`src/rtl/pic_pkg.sv`:
```
// Shared constants and helpers for the priority interrupt controller.
// Assumes eight inputs, 3-bit cascade IDs and an 8-bit vector.
package pic_pkg;
    localparam int NUM_IN = 8;
    localparam int IDX_W  = $clog2(NUM_IN);
    localparam int DATA_W = 8;
    localparam int BASE_W = DATA_W - IDX_W;

    // Command codes carried in wdata[7:6] of an addr=0 write
    typedef enum logic [1:0] {
        CMD_PORT = 2'b00,
        CMD_EOI  = 2'b01,
        CMD_BASE = 2'b10,
        CMD_CFG  = 2'b11
    } cmd_e;
endpackage

```
`src/rtl/pic_req_latch.sv`:
```
// Request sampling: registers each input once and forms the pending bits.
// In level mode pending follows the sampled input. In edge mode a per-input
// arm flag is set while the input is low and is cleared by an acknowledge,
// so an acknowledged input must go low before it can request again.
module pic_req_latch #(
    parameter int N = 8
) (
    input  logic         clk,
    input  logic         rst_n,
    input  logic         edge_mode,
    input  logic [N-1:0] irq_in,
    input  logic [N-1:0] clr,
    output logic [N-1:0] pend
);
    genvar g;
    generate
        for (g = 0; g < N; g++) begin : g_line
            logic in_q;
            logic armed;

            // Sample the input and keep the arm flag for edge sensing
            always_ff @(posedge clk) begin
                if (!rst_n) begin
                    in_q  <= 1'b0;
                    armed <= 1'b0;
                end else begin
                    in_q  <= irq_in[g];
                    armed <= (armed & ~clr[g]) | ~in_q;
                end
            end

            assign pend[g] = in_q & (armed | ~edge_mode);
        end
    endgenerate
endmodule

```
`src/rtl/pic_prio_resolve.sv`:
```
// Fixed-priority resolver: index 0 highest. Scans from the top; an
// in-service bit stops the scan, so equal and lower levels are held off.
// Purely combinational.
module pic_prio_resolve #(
    parameter int N     = 8,
    parameter int IDX_W = 3
) (
    input  logic [N-1:0]     req,
    input  logic [N-1:0]     isr,
    output logic             valid,
    output logic [IDX_W-1:0] idx
);
    // Find the first request above the highest in-service level
    always_comb begin
        logic stop;
        valid = 1'b0;
        idx   = '0;
        stop  = 1'b0;
        for (int i = 0; i < N; i++) begin
            if (!stop) begin
                if (isr[i]) begin
                    stop = 1'b1;
                end else if (req[i]) begin
                    valid = 1'b1;
                    idx   = IDX_W'(i);
                    stop  = 1'b1;
                end
            end
        end
    end
endmodule

```
`src/rtl/pic_ack_seq.sv`:
```
// Acknowledge sequencer and in-service register. Tracks the pulse phase.
// A master takes its winner into service on the first pulse and may drive
// the cascade ID. The vector is given on the second pulse by a master with
// a local winner, or by a slave whose ID matches cas_in. End of interrupt
// clears the lowest-index in-service bit.
module pic_ack_seq #(
    parameter int N      = 8,
    parameter int IDX_W  = 3,
    parameter int BASE_W = 5,
    localparam int VW    = BASE_W + IDX_W
) (
    input  logic              clk,
    input  logic              rst_n,
    input  logic              ack,
    input  logic              eoi,
    input  logic              slave_role,
    input  logic [IDX_W-1:0]  slave_id,
    input  logic [IDX_W-1:0]  cas_in,
    input  logic [N-1:0]      cas_map,
    input  logic [BASE_W-1:0] base,
    input  logic              win_valid,
    input  logic [IDX_W-1:0]  win_idx,
    output logic [N-1:0]      isr,
    output logic [N-1:0]      clr,
    output logic [VW-1:0]     vec,
    output logic              vec_valid,
    output logic [IDX_W-1:0]  cas_out,
    output logic              cas_drive
);
    logic             phase;
    logic [IDX_W-1:0] held_idx;
    logic             held_casc;
    logic             first_p;
    logic             second_p;
    logic             id_hit;
    logic             take;
    logic [N-1:0]     eoi_mask;

    // Decode the pulse phase and decide whether a winner enters service
    always_comb begin
        first_p  = ack & ~phase;
        second_p = ack & phase;
        id_hit   = slave_role & second_p & (cas_in == slave_id);
        take     = slave_role ? (id_hit & win_valid) : (first_p & win_valid);
        clr      = take ? (N'(1) << win_idx) : '0;
        eoi_mask = eoi ? (isr & (~isr + N'(1))) : '0;
    end

    // In-service register: set on take, lowest bit cleared on EOI
    always_ff @(posedge clk) begin
        if (!rst_n) isr <= '0;
        else        isr <= (isr & ~eoi_mask) | clr;
    end

    // Pulse phase toggles on every acknowledge pulse
    always_ff @(posedge clk) begin
        if (!rst_n)   phase <= 1'b0;
        else if (ack) phase <= ~phase;
    end

    // Vector, cascade ID and held winner for the second pulse
    always_ff @(posedge clk) begin
        if (!rst_n) begin
            vec       <= '0;
            vec_valid <= 1'b0;
            cas_out   <= '0;
            cas_drive <= 1'b0;
            held_idx  <= '0;
            held_casc <= 1'b0;
        end else begin
            vec_valid <= 1'b0;
            if (!slave_role) begin
                if (first_p) begin
                    held_idx  <= win_valid ? win_idx : '1;
                    held_casc <= win_valid & cas_map[win_idx];
                    cas_drive <= win_valid & cas_map[win_idx];
                    cas_out   <= win_idx;
                end
                if (second_p) begin
                    cas_drive <= 1'b0;
                    if (!held_casc) begin
                        vec_valid <= 1'b1;
                        vec       <= {base, held_idx};
                    end
                end
            end else if (id_hit) begin
                vec_valid <= 1'b1;
                vec       <= {base, (win_valid ? win_idx : {IDX_W{1'b1}})};
            end
        end
    end
endmodule

```
`src/rtl/prio_irq_ctrl.sv`:
```
// Top level: register port, request latch, resolver and acknowledge
// sequencer. Assumes single-cycle register strobes and ack pulses that are
// synchronous to clk. irq_out is registered from the resolver.
module prio_irq_ctrl
    import pic_pkg::*;
(
    input  logic              clk,
    input  logic              rst_n,
    input  logic              cs,
    input  logic              rd,
    input  logic              wr,
    input  logic              addr,
    input  logic [DATA_W-1:0] wdata,
    output logic [DATA_W-1:0] rdata,
    input  logic [NUM_IN-1:0] irq_in,
    output logic              irq_out,
    input  logic              ack,
    output logic [DATA_W-1:0] vec,
    output logic              vec_valid,
    input  logic [IDX_W-1:0]  cas_in,
    output logic [IDX_W-1:0]  cas_out,
    output logic              cas_drive
);
    logic [NUM_IN-1:0] mask;
    logic [NUM_IN-1:0] cas_map;
    logic [BASE_W-1:0] base;
    logic              edge_mode;
    logic              slave_role;
    logic [IDX_W-1:0]  slave_id;
    logic              port_map;
    logic [NUM_IN-1:0] pend;
    logic [NUM_IN-1:0] isr;
    logic [NUM_IN-1:0] clr;
    logic              win_valid;
    logic [IDX_W-1:0]  win_idx;
    logic              wr_cmd;
    logic              wr_data;
    logic              eoi;
    cmd_e              cmd;

    // Decode register writes
    always_comb begin
        cmd     = cmd_e'(wdata[7:6]);
        wr_cmd  = cs & wr & ~addr;
        wr_data = cs & wr & addr;
        eoi     = wr_cmd & (cmd == CMD_EOI);
    end

    // Configuration registers written through the command and data ports
    always_ff @(posedge clk) begin
        if (!rst_n) begin
            mask       <= '1;
            cas_map    <= '0;
            base       <= '0;
            edge_mode  <= 1'b0;
            slave_role <= 1'b0;
            slave_id   <= '0;
            port_map   <= 1'b0;
        end else begin
            if (wr_cmd) begin
                case (cmd)
                    CMD_PORT: port_map <= wdata[0];
                    CMD_BASE: base     <= wdata[BASE_W-1:0];
                    CMD_CFG: begin
                        edge_mode  <= wdata[0];
                        slave_role <= wdata[1];
                        slave_id   <= wdata[2 +: IDX_W];
                    end
                    default: ;
                endcase
            end
            if (wr_data) begin
                if (port_map) cas_map <= wdata;
                else          mask    <= wdata;
            end
        end
    end

    // Combinational read mux
    always_comb begin
        rdata = (cs & rd) ? (addr ? isr : pend) : '0;
    end

    pic_req_latch #(.N(NUM_IN)) u_latch (
        .clk       (clk),
        .rst_n     (rst_n),
        .edge_mode (edge_mode),
        .irq_in    (irq_in),
        .clr       (clr),
        .pend      (pend)
    );

    pic_prio_resolve #(.N(NUM_IN), .IDX_W(IDX_W)) u_prio (
        .req   (pend & ~mask),
        .isr   (isr),
        .valid (win_valid),
        .idx   (win_idx)
    );

    pic_ack_seq #(.N(NUM_IN), .IDX_W(IDX_W), .BASE_W(BASE_W)) u_ack (
        .clk        (clk),
        .rst_n      (rst_n),
        .ack        (ack),
        .eoi        (eoi),
        .slave_role (slave_role),
        .slave_id   (slave_id),
        .cas_in     (cas_in),
        .cas_map    (cas_map),
        .base       (base),
        .win_valid  (win_valid),
        .win_idx    (win_idx),
        .isr        (isr),
        .clr        (clr),
        .vec        (vec),
        .vec_valid  (vec_valid),
        .cas_out    (cas_out),
        .cas_drive  (cas_drive)
    );

    // Interrupt output register
    always_ff @(posedge clk) begin
        if (!rst_n) irq_out <= 1'b0;
        else        irq_out <= win_valid;
    end
endmodule

```
`config.mk`:
```
export PLATFORM = sky130hd
export DESIGN_NAME = prio_irq_ctrl
export DESIGN_NICKNAME = d
export VERILOG_FILES = /design/src/rtl/pic_pkg.sv /design/src/rtl/pic_req_latch.sv /design/src/rtl/pic_prio_resolve.sv /design/src/rtl/pic_ack_seq.sv /design/src/rtl/prio_irq_ctrl.sv
export SDC_FILE = /design/constraint.sdc
export NUM_CORES = 1
export LEC_CHECK = 0
export CORE_AREA = 10 10 84 101
export CTS_CLUSTER_DIAMETER = 50
export DETAILED_ROUTE_END_ITERATION = 8
export DIE_AREA = 0 0 94 111
export PLACE_DENSITY = 0.81
export SYNTH_ARGS = -nofsm -noshare
export SYNTH_HDL_FRONTEND = slang
export SYNTH_SLANG_ARGS = --single-unit
```
`constraint.sdc`:
```
create_clock -name clk -period 2.4 [get_ports clk]
set_input_delay 0.72 -clock clk [delete_from_list [all_inputs] [get_ports clk]]
set_output_delay 0.72 -clock clk [all_outputs]
set_load 0.01 [all_outputs]
```
==> results.sh <==
export IMPL_status="finished clean"
export IMPL_worst_path_max_fanout=10
export IMPL_cts_tree="done"
export IMPL_fillerInstances=574
export IMPL_wl_per_cell_um=15.5
export IMPL_grt_pass1_vias=2984
export IMPL_reg2reg_from="u_ack.isr[1]"
export IMPL_die_w_um=94
export IMPL_fp_coreArea_mm2=0.00661
export IMPL_fin_crit_sh_pct=95.8
export IMPL_min_from="u_latch.g_line[1].armed"
export IMPL_avgViaCountPerCell=5.43
export IMPL_finalSetupTns_ps=0
export IMPL_synth_seq_area_share_pct=44.4
export IMPL_synth_main_ff_cell="dfxtp_1"
export IMPL_rrSetupSlack_ps=140
export IMPL_ios=48
export IMPL_cp_buffers_inverters=3
export IMPL_setup_ws_ps=101
export IMPL_path_cells="buf_2 -> bufbuf_16 -> nor3b_2 -> a21oi_1 -> nor2_1 -> buf_2"
export IMPL_rsz0062_at_grt="no"
export IMPL_dp_worst_setup_slack_ps=-592
export IMPL_wl_um=8140
export IMPL_cellPowerDensity_mw_per_mm2=621
export IMPL_vias=2847
export IMPL_drv_slew=0
export IMPL_hp_class="reg -> reg"
export IMPL_p_leak_nw=1.64
export IMPL_drt_iter0_markers=198
export IMPL_syn2layout_area_growth_pct=30.6
export IMPL_relSlewSlack_pct=55.5
export IMPL_clock_path_buffers=2
export IMPL_max_cap_violations=0
export IMPL_cp_data_arrival_time_ps=1580
export IMPL_final_util_pct=62.3
export IMPL_antenna_cells=0
export IMPL_start_util_pct=47.7
export IMPL_grt_pass1_wl_um=13600
export IMPL_slowest_delay_ps=280
export IMPL_post_route_drc_count=0
export IMPL_synth_edff_count=0
export IMPL_setup_violations=0
export IMPL_crit_path_end_kind="output port"
export IMPL_hold_viol_final=0
export IMPL_post_cts_buffers=0
export IMPL_numCtsBuffers=9
export IMPL_yosys_area_top_type="dfxtp_1"
export IMPL_multi_input_area_mm2=0.00170
export IMPL_drive_gt1_share_pct=13.7
export IMPL_dieArea_mm2=0.0104
export IMPL_crit_cells=6
export IMPL_tightest_slew_ps=660
export IMPL_grt_util_all_layers_pct=16.2
export IMPL_synth_cell_types=45
export IMPL_synth_seq_cells=70
export IMPL_ant_nets=0
export IMPL_gp_congestion=0.825
export IMPL_cp_startpoint="addr"
export IMPL_ys_async_sr_fraction_pct=0
export IMPL_worst_ir_drop_vdd_mv=0.674
export IMPL_required_ps=1680
export IMPL_period_minus_slack_ps=2300
export IMPL_gr_total_overflow=0
export IMPL_grt_max_degree=71
export IMPL_r2r_cells=8
export IMPL_power_total_mw=2.56
export IMPL_synth_cells=369
export IMPL_hold_depth=2
export IMPL_num_rows=33
export IMPL_r2r_end="u_ack.held_casc"
export IMPL_whs_ps=463
export IMPL_final_nets=458
export IMPL_cts_sinks=70
export IMPL_fin_skew_ps=8.60
export IMPL_port_buffers=47
export IMPL_startpoint_type="input port"
export IMPL_syn_nets=395
export IMPL_clock_latency_ps=350
export IMPL_ys_top_cells_by_area="dfxtp_1 44%, nand2_1 7.1%, mux2i_1 6.0%, a21boi_0 5.7%, nor2b_1 4.8%"
export IMPL_max_freq_mhz=435
export IMPL_clkSlewWorstSetupHoldPaths_ps=70
export IMPL_die_h_um=111
export IMPL_register_area_mm2=0.00141
export IMPL_path_delay_family="buffers and inverters"
export IMPL_htreeDepth=3
export IMPL_criticalPathCategory="in -> out"
export IMPL_hpwl_um=5860
export IMPL_yosys_area_top_type_share_pct=44.4
export IMPL_worst_path_most_repeated_cell="buf_2"
export IMPL_syn_area_mm2=0.00315
export IMPL_cts_root_buf="clkbuf_8"
export IMPL_syn_area_per_cell_um2=8.55
export IMPL_yosys_warnings=0
export IMPL_dr_pass1_iters=4
export IMPL_slowest_stage="bufbuf_16"
export IMPL_min_delay_worst_endpoint="u_latch.g_line[1].armed"
export IMPL_antenna_found_initial=0
==> metal layers <==
layer / up-vias / GRT usage [%] / share of wire [%]
li1: 1402 / - / -
met1: 1332 / 17.4 / 40
met2: 86 / 27.3 / 50
met3: 27 / 4.67 / 6.8
met4: 0 / 9.44 / 3.6
met5: - / 0 / 0
==> power breakdown <==
part	internal, mW	leakage [nW]	switching (mW)
registers	1.20	0.573	0.0298
logic	0.153	0.959	0.141
clock network	0.583	0.106	0.448
==> worst max-delay path by stage <==
| stage | endpoint |
|---|---|
| 2_1_floorplan | rdata[0] |
| 3_3_place_gp | rdata[6] |
| 3_5_place_dp | rdata[5] |
| 4_1_cts | rdata[6] |
| 5_1_grt | rdata[3] |
| 6_report | rdata[6] |
==> tightest hold or removal path: cells and delay by family, from the launching register on <==
kind               cells  cell delay, ps
DFF                    1             310
AOI/OAI and AO/OA      1              60
and+or+nand+nor        1              50
==> area by class of cell <==
| class | count | share of cell area (%) |
|---|---|---|
| Multi-Input combinational cell | 276 | 41.2 |
| Sequential cell | 70 | 34.1 |
| Clock buffer | 10 | 3.10 |
| Clock inverter | 6 | 2.10 |
| Timing Repair Buffer | 68 | 16.3 |
| Tap cell | 87 | 2.64 |
| Inverter | 7 | 0.638 |
==> placed cells by master (no fill, tap or decap), types with 3 or more instances in the layout <==
cell type	instances
a21boi_0	24
a21oi_1	10
and2_1	12
buf_2	3
buf_4	18
clkbuf_8	9
clkdlybuf4s15_2	7
clkdlybuf4s50_1	35
dfxtp_1	69
inv_1	7
mux2i_1	19
nand2_1	59
nand2b_1	8
nand3_1	19
nand4_1	3
nor2_1	27
nor2b_1	24
nor3_1	3
o211a_1	6
o211ai_1	6
o21a_1	4
o21ai_0	12
or3_1	3
xnor2_1	3
==> repair_timing <==
action | 4_1_cts | 5_1_grt
setup endpoints to repair | 9 | 3
cloned | 1 | 0
hold buffers | 0 | 0
hold endpoints to repair | 0 | 0
gates resized for setup | 36 | 5
==> kinds of logic after synthesis <==
group           Yosys count  synth area share [%]
simple gates            174                  27.8
compound gates           77                  17.2
flops                    70                  44.4
buf+inv                  23                  2.78
mux                      21                  6.74
xor+xnor                  4                  1.11
==> cells in the mapped netlist, types with 7 or more instances <==
library cell,number
and2_1,12
dfxtp_1,70
a21oi_1,10
inv_1,7
clkbuf_1,14
nand2b_1,8
o21ai_0,13
nand2_1,60
nor2_1,28
a21boi_0,24
mux2i_1,19
nand3_1,20
nor2b_1,24
==> through the flow <==
stage	area, µm²	instances
CTS	4100	524
floorplan	3150	369
global route	4120	524
finish	4120	524
detailed placement	3840	507
global placement	3840	507
==> sequential cells by signal (all words and copies together), names as in the netlist, 5 cells and up <==
| register | cells |
|---|---|
| cas_map | 8 |
| mask | 8 |
| u_ack.isr | 8 |
| u_ack.vec | 8 |
| u_latch.g_line.armed | 8 |
| u_latch.g_line.in_q | 8 |
| base | 5 |
No activity file was read; power rests on OpenSTA's default activity.
